===== src/rtl/hetlane_pkg.sv =====
`timescale 1ns/1ps
package hetlane_pkg;
  localparam int HL_OPW = 3;
  typedef enum logic [HL_OPW-1:0] {
    HL_ADD = 3'd0,
    HL_SUB = 3'd1,
    HL_AND = 3'd2,
    HL_OR  = 3'd3,
    HL_XOR = 3'd4,
    HL_MUL = 3'd5
  } hl_op_e;
endpackage


===== src/rtl/hetlane_alu.sv =====
`timescale 1ns/1ps
module hetlane_alu
  import hetlane_pkg::*;
#(
  parameter int DW = 16
) (
  input  logic [HL_OPW-1:0] op,
  input  logic [DW-1:0]     a,
  input  logic [DW-1:0]     b,
  output logic [DW-1:0]     y
);
  // Multiply and unused codes give zero here; products come from the shared units.
  always_comb begin
    case (hl_op_e'(op))
      HL_ADD:  y = a + b;
      HL_SUB:  y = a - b;
      HL_AND:  y = a & b;
      HL_OR:   y = a | b;
      HL_XOR:  y = a ^ b;
      default: y = '0;
    endcase
  end
endmodule


===== src/rtl/hetlane_mul.sv =====
`timescale 1ns/1ps
module hetlane_mul #(
  parameter int DW = 16
) (
  input  logic [DW-1:0] a,
  input  logic [DW-1:0] b,
  output logic [DW-1:0] y
);
  assign y = a * b;
endmodule


===== src/rtl/hetlane_route.sv =====
`timescale 1ns/1ps
module hetlane_route #(
  parameter  int LANES     = 8,
  parameter  int MUL_LANES = 3,
  parameter  int DW        = 16,
  localparam int PASSES    = (LANES + MUL_LANES - 1) / MUL_LANES,
  localparam int PW        = (PASSES > 1) ? $clog2(PASSES) : 1
) (
  input  logic                    clk,
  input  logic                    rst_n,
  input  logic                    en,
  input  logic [PW-1:0]           group,
  input  logic [LANES*DW-1:0]     src_a,
  input  logic [LANES*DW-1:0]     src_b,
  input  logic [MUL_LANES*DW-1:0] prod,
  output logic [MUL_LANES*DW-1:0] mul_a,
  output logic [MUL_LANES*DW-1:0] mul_b,
  output logic [LANES*DW-1:0]     lane_prod,
  output logic [LANES-1:0]        lane_wr
);
  localparam int PADW = PASSES * MUL_LANES * DW;

  logic [PADW-1:0] pad_a;
  logic [PADW-1:0] pad_b;

  // Zero padding keeps the partial last group in range.
  assign pad_a = PADW'(src_a);
  assign pad_b = PADW'(src_b);

  for (genvar j = 0; j < MUL_LANES; j++) begin : g_unit
    assign mul_a[j*DW +: DW] = pad_a[(int'(group) * MUL_LANES + j) * DW +: DW];
    assign mul_b[j*DW +: DW] = pad_b[(int'(group) * MUL_LANES + j) * DW +: DW];
  end

  for (genvar i = 0; i < LANES; i++) begin : g_lane
    assign lane_prod[i*DW +: DW] = prod[(i % MUL_LANES) * DW +: DW];
    assign lane_wr[i]            = en && (group == PW'(i / MUL_LANES));
  end


  grp_range_chk: assert property (@(posedge clk) disable iff (!rst_n)
    en |-> (int'(group) < PASSES));


  wr_cnt_chk: assert property (@(posedge clk) disable iff (!rst_n)
    en |-> ($countones(lane_wr) >= 1 && $countones(lane_wr) <= MUL_LANES));
endmodule


===== src/rtl/hetlane_seq.sv =====
`timescale 1ns/1ps
module hetlane_seq #(
  parameter  int PASSES = 3,
  localparam int PW     = (PASSES > 1) ? $clog2(PASSES) : 1
) (
  input  logic          clk,
  input  logic          rst_n,
  input  logic          issue_valid,
  input  logic          issue_mul,
  output logic          accept,
  output logic          busy,
  output logic [PW-1:0] pass_idx,
  output logic          res_valid
);
  localparam logic [PW-1:0] LAST = PW'(PASSES - 1);

  logic          busy_q, busy_d;
  logic [PW-1:0] pass_q, pass_d;
  logic          rv_q, rv_d;

  assign accept = issue_valid & ~busy_q;

  always_comb begin
    busy_d = busy_q;
    pass_d = pass_q;
    rv_d   = 1'b0;
    if (accept) begin
      if (issue_mul && (PASSES > 1)) begin
        busy_d = 1'b1;
        pass_d = '0;
      end else begin
        rv_d = 1'b1;
      end
    end else if (busy_q) begin
      if (pass_q == LAST) begin
        busy_d = 1'b0;
        pass_d = '0;
        rv_d   = 1'b1;
      end else begin
        pass_d = pass_q + 1'b1;
      end
    end
  end

  always_ff @(posedge clk or negedge rst_n) begin
    if (!rst_n) begin
      busy_q <= 1'b0;
      pass_q <= '0;
      rv_q   <= 1'b0;
    end else begin
      busy_q <= busy_d;
      pass_q <= pass_d;
      rv_q   <= rv_d;
    end
  end

  assign busy      = busy_q;
  assign pass_idx  = pass_q;
  assign res_valid = rv_q;


  last_pass_chk: assert property (@(posedge clk) disable iff (!rst_n)
    (busy_q && pass_q == LAST) |=> (!busy_q && rv_q));


  pass_range_chk: assert property (@(posedge clk) disable iff (!rst_n)
    busy_q |-> (int'(pass_q) < PASSES));


  busy_hold_chk: assert property (@(posedge clk) disable iff (!rst_n)
    (busy_q && pass_q != LAST) |=> (busy_q && pass_q == $past(pass_q) + 1'b1));
endmodule


===== src/rtl/hetlane_array.sv =====
`timescale 1ns/1ps
module hetlane_array
  import hetlane_pkg::*;
#(
  parameter int LANES     = 8,
  parameter int MUL_LANES = 3,
  parameter int DW        = 16
) (
  input  logic                       clk,
  input  logic                       rst_n,
  input  logic                       issue_valid,
  input  logic [HL_OPW-1:0]          issue_op,
  input  logic [$clog2(LANES+1)-1:0] issue_vlen,
  input  logic [LANES*DW-1:0]        issue_a,
  input  logic [LANES*DW-1:0]        issue_b,
  output logic                       busy,
  output logic                       res_valid,
  output logic [LANES-1:0]           res_lane_valid,
  output logic [LANES*DW-1:0]        res_data
);
  localparam int PASSES = (LANES + MUL_LANES - 1) / MUL_LANES;
  localparam int PW     = (PASSES > 1) ? $clog2(PASSES) : 1;
  localparam int VW     = $clog2(LANES + 1);
  localparam int LW     = LANES * DW;
  localparam int MW     = MUL_LANES * DW;
  localparam bit ONE_PASS = (PASSES == 1);

  logic          is_mul;
  logic          accept_w, busy_w, res_valid_w;
  logic [PW-1:0] pass_w;
  logic [LANES-1:0] issue_mask, mask_eff;
  logic [LW-1:0] a_q, a_d, b_q, b_d;
  logic [LANES-1:0] mask_q, mask_d;
  logic [LW-1:0] res_q, res_d;
  logic [LW-1:0] alu_y, lane_prod, src_a, src_b;
  logic [MW-1:0] mul_a, mul_b, prod;
  logic [LANES-1:0] lane_wr;
  logic          route_en, alu_load;
  logic [PW-1:0] group;

  assign is_mul = (issue_op == HL_MUL);

  hetlane_seq #(.PASSES(PASSES)) u_seq (
    .clk         (clk),
    .rst_n       (rst_n),
    .issue_valid (issue_valid),
    .issue_mul   (is_mul),
    .accept      (accept_w),
    .busy        (busy_w),
    .pass_idx    (pass_w),
    .res_valid   (res_valid_w)
  );

  for (genvar i = 0; i < LANES; i++) begin : g_mask
    assign issue_mask[i] = (VW'(i) < issue_vlen);
  end

  // Operand capture, enabled on acceptance.
  always_comb begin
    a_d    = a_q;
    b_d    = b_q;
    mask_d = mask_q;
    if (accept_w) begin
      a_d    = issue_a;
      b_d    = issue_b;
      mask_d = issue_mask;
    end
  end

  always_ff @(posedge clk or negedge rst_n) begin
    if (!rst_n) begin
      a_q    <= '0;
      b_q    <= '0;
      mask_q <= '0;
    end else begin
      a_q    <= a_d;
      b_q    <= b_d;
      mask_q <= mask_d;
    end
  end

  // Single-pass multiplies take operands straight from the issue port.
  assign route_en = busy_w | (accept_w & is_mul & ONE_PASS);
  assign alu_load = accept_w & ~is_mul;
  assign src_a    = busy_w ? a_q : issue_a;
  assign src_b    = busy_w ? b_q : issue_b;
  assign group    = busy_w ? pass_w : '0;
  assign mask_eff = busy_w ? mask_q : issue_mask;

  for (genvar i = 0; i < LANES; i++) begin : g_alu
    hetlane_alu #(.DW(DW)) u_alu (
      .op (issue_op),
      .a  (issue_a[i*DW +: DW]),
      .b  (issue_b[i*DW +: DW]),
      .y  (alu_y[i*DW +: DW])
    );
  end

  hetlane_route #(.LANES(LANES), .MUL_LANES(MUL_LANES), .DW(DW)) u_route (
    .clk       (clk),
    .rst_n     (rst_n),
    .en        (route_en),
    .group     (group),
    .src_a     (src_a),
    .src_b     (src_b),
    .prod      (prod),
    .mul_a     (mul_a),
    .mul_b     (mul_b),
    .lane_prod (lane_prod),
    .lane_wr   (lane_wr)
  );

  for (genvar j = 0; j < MUL_LANES; j++) begin : g_mul
    hetlane_mul #(.DW(DW)) u_mul (
      .a (mul_a[j*DW +: DW]),
      .b (mul_b[j*DW +: DW]),
      .y (prod[j*DW +: DW])
    );
  end

  // Result registers, one DW slice per lane.
  always_comb begin
    res_d = res_q;
    for (int i = 0; i < LANES; i++) begin
      if (alu_load) begin
        res_d[i*DW +: DW] = issue_mask[i] ? alu_y[i*DW +: DW] : '0;
      end else if (lane_wr[i]) begin
        res_d[i*DW +: DW] = mask_eff[i] ? lane_prod[i*DW +: DW] : '0;
      end
    end
  end

  always_ff @(posedge clk or negedge rst_n) begin
    if (!rst_n) res_q <= '0;
    else        res_q <= res_d;
  end

  assign busy           = busy_w;
  assign res_valid      = res_valid_w;
  assign res_lane_valid = mask_q & {LANES{res_valid_w}};
  assign res_data       = res_q;


  mul_start_chk: assert property (@(posedge clk) disable iff (!rst_n)
    $rose(busy_w) |-> $past(issue_valid && is_mul));


  ops_hold_chk: assert property (@(posedge clk) disable iff (!rst_n)
    (busy_w && $past(busy_w)) |-> ($stable(a_q) && $stable(b_q) && $stable(mask_q)));

  if (ONE_PASS) begin : g_one

    single_pass_chk: assert property (@(posedge clk) disable iff (!rst_n)
      !busy_w);
  end

  for (genvar i = 0; i < LANES; i++) begin : g_mchk

    masked_zero_chk: assert property (@(posedge clk) disable iff (!rst_n)
      (res_valid_w && !res_lane_valid[i]) |-> (res_q[i*DW +: DW] == '0));
  end
endmodule


===== config.mk =====
export PLATFORM = sky130hd
export DESIGN_NAME = hetlane_array
export DESIGN_NICKNAME = d
export VERILOG_FILES = /design/src/rtl/hetlane_pkg.sv /design/src/rtl/hetlane_alu.sv /design/src/rtl/hetlane_mul.sv /design/src/rtl/hetlane_route.sv /design/src/rtl/hetlane_seq.sv /design/src/rtl/hetlane_array.sv
export SDC_FILE = /design/constraint.sdc
export NUM_CORES = 2
export LEC_CHECK = 0
export BUFFER_PORTS_ARGS = -buffer_cell sky130_fd_sc_hd__buf_2
export CAP_MARGIN = 20
export CELL_PAD_IN_SITES_DETAIL_PLACEMENT = 0
export CELL_PAD_IN_SITES_GLOBAL_PLACEMENT = 1
export CORE_UTILIZATION = 44
export DETAILED_ROUTE_END_ITERATION = 10
export PLACE_DENSITY_LB_ADDON = 0.1
export REMOVE_ABC_BUFFERS = 1
export SLEW_MARGIN = 0
export SYNTH_ARGS = -nofsm -noshare
export SYNTH_HDL_FRONTEND = slang
export SYNTH_HIERARCHICAL = 1
export SYNTH_SLANG_ARGS = --single-unit

===== constraint.sdc =====
create_clock -name clk -period 6.7 [get_ports clk]
set_input_delay 1.34 -clock clk [delete_from_list [all_inputs] [get_ports clk]]
set_output_delay 1.34 -clock clk [all_outputs]
set_load 0.01 [all_outputs]

==> reports/metrics.cfg <==
[status]
status=finished with violations
violations=setup timing

[sta]
worstMarginPinSlew_ns=1.23
finalSetupViolCount=18
fmaxAchievable_mhz=145
slew_headroom_pct=18.1
finalCriticalPeriod_ns=6.87
finalCritPeriodShare_pct=103
rsz0062_at_grt=true
slew_viol_final=0
fin_ws_ns=-0.174
hold_viol=0
clock_skew_ns=0.0382
fin_tns_setup_ns=-1.53

[floorplanning]
initial_utilization_pct=44.4
rows=124
die_w_um=342
dieArea_um2=117000
die_h_um=342
ios=404
core-area_um2=114000

[global_route]
first_global_vias=44620
grt_start_max_net_pins=130
grt-ovfl-total=0
grt_antenna_before_repair=13
grt_pass1_wl_um=292000
grt_usage_pct=33.3

[worst_setup_path]
slowest_delay_ns=0.53
r2r-start=u_seq/busy$_DFFE_PN0P_
crit_path_end_kind=register
critPathKind=register to register
cp.required_ns=7.29
worstReg2RegEnd=res_data[124]$_DFFE_PN0P_
worstRegToRegCells=29
cp_common_cell=fa_1
critPathSlowestCell=dfrtp_4
r2r_slack_ns=-0.17
critPathLaunchType=register
path_max_fanout=8
crit_arrival_ns=7.46

[hold_path]
min-delay-start=res_data[113]$_DFFE_PN0P_
hold_path_end=res_data[113]$_DFFE_PN0P_
min_path_cells=2
min_path_type=register to register

[clock_network]
clkTransAtPathRegs_ns=0.06
root_buffer=clkbuf_16
numClockSinks=396
insertion_delay_ns=0.70
htree_levels=2
cts_tree=built
cts_inserted_buffers=55
clockBufferDepth=3

[routing]
final_antenna_net_count=0
vias_per_cell=5.63
drt_wl_total_um=198000
dr.pass1.iters=6
drc=0
initialDrtViolationCount=2965
num_vias=44940
wire_per_inst_um=24.7

[yosys]
yosys_warnings=6
yosys_register_bits=396
netlist_instances=5656
netlist_area_um2=50800
yosysSeqAreaShare_pct=19.5
synthArstFlopShare_pct=100
netlist-cell-type-count=94
synth_ff_type=dfrtp_1
avgSynthCellArea_um2=8.97
synth_edf_count=0

[final_layout]
fin_nets=7458
drive_above_1_share_pct=32.0
area_growth_pct=22.2
fillerInstances=10678
regArea_um2=9910
multiInputGateArea_um2=37600

[placed_design]
place_hpwl_um=157000
port_buffers=403
gp_congestion=0.991
dp_slack_ns=-0.921

[run]
max-cap-violations=0

==> worst max-delay path, delay by kind of cell, from the launching register on <==
family                   cells  cell delay [ns]
adder cells (fa/ha/maj)      7             3.22
buffers and inverters       13             1.42
AO/OA/AOI/OAI                5             0.83
flip-flops                   1             0.53
multiplexers                 2             0.44
AND/OR/NAND/NOR              1             0.18
XOR/XNOR                     1             0.15
==> metal layers <==
metal	GRT usage [%]	share of wire, %	up-vias
met4	10.4	3.5	4
met5	0	0.0091	-
met2	52.1	44	1358
met3	4.92	6.7	281
met1	47.1	45	22436
li1	-	-	20861
==> stage by stage <==
step                util [%]  hold slack [ns]  instances  instance area, µm²
global route            54.2            0.500       7974               62000
finish                  54.2            0.474       7981               62000
global placement        50.4            0.460       7805               57600
detailed placement      50.4            0.467       7806               57700
floorplan                  -            0.475       5250               48400
CTS                     53.3            0.481       7949               61000
==> cell usage in the layout, fill, tap and decap left out, types with 27 or more instances in the layout <==
cell,count
o21a_1,35
nand2b_1,36
nor2b_1,53
a21oi_1,378
buf_12,37
inv_1,643
a21o_1,37
mux2_2,491
nor2_1,280
clkbuf_16,56
nand3_1,48
a31oi_1,28
nor3_1,50
fa_1,239
buf_2,399
a22oi_1,27
buf_4,623
ha_1,513
o21ai_0,184
and2_1,200
nand2_1,391
o31ai_1,42
o21ai_1,43
dfrtp_1,395
xor2_1,46
mux2i_1,89
a211oi_1,74
nand4_1,31
xnor2_1,233
o2bb2ai_2,40
==> cells by family (layout without fill, tap and decap cells) <==
group | Yosys count | after routing | synth area share, %
AO/OA/AOI/OAI | 1195 | 1195 | 16.2
other | 0 | 9 | 0
buffers and inverters | 1075 | 1879 | 9.58
AND/OR/NAND/NOR | 1280 | 1280 | 12.8
adder cells (fa/ha/maj) | 779 | 779 | 22.9
multiplexers | 636 | 636 | 13.8
flip-flops | 396 | 396 | 19.5
XOR/XNOR | 295 | 295 | 5.23
==> flip-flops by register name, summed over array words and instances, names as in the netlist <==
| name | cells |
|---|---|
| a_q | 128 |
| b_q | 128 |
| mask_q | 8 |
| res_data | 128 |
| u_seq/busy | 1 |
| u_seq/pass_idx | 2 |
| u_seq/res_valid | 1 |
==> final cells by class <==
type | instances | area share (%)
multi-input cells | 4185 | 60.6
flip-flops and latches | 396 | 16.0
repair buffers | 1106 | 13.2
inverters | 669 | 4.05
well taps | 1512 | 3.05
clock buffers | 77 | 2.58
clock inverters | 27 | 0.474
diodes | 9 | 0.0363
==> cells in the mapped netlist, types with 156 or more instances <==
cell type	count	area, µm²
a21oi_1	386	1930
and2_1	216	1350
buf_4	156	1170
dfrtp_1	396	9910
fa_1	248	4960
ha_1	531	6640
inv_1	662	2480
mux2_2	514	5790
nand2_1	398	1490
nor2_1	305	1140
o21ai_0	199	996
xnor2_1	241	2110
==> repair_timing <==
item                                    in CTS  in global routing
pin swaps                                   51                 62
hold buffers                                 0                  0
endpoints found under the setup margin      44                 49
buffers inserted                            35                 29
gates cloned                                 8                  1
resized for setup                          177                181
==> worst max path at each step <==
stage                           start                        end  cells after the start
6_report       u_seq/busy$_DFFE_PN0P_  res_data[124]$_DFFE_PN0P_                     29
5_1_grt        u_seq/busy$_DFFE_PN0P_  res_data[126]$_DFFE_PN0P_                     29
4_1_cts        u_seq/busy$_DFFE_PN0P_  res_data[110]$_DFFE_PN0P_                     29
3_5_place_dp              issue_a[23]  res_data[127]$_DFFE_PN0P_                     25
3_3_place_gp              issue_a[23]  res_data[127]$_DFFE_PN0P_                     25
2_1_floorplan  u_seq/busy$_DFFE_PN0P_  res_data[100]$_DFFE_PN0P_                      4
Power is left out: the tool's default activity adds up to more than one toggle a clock period on the data nets, which glitch-free logic cannot reach.
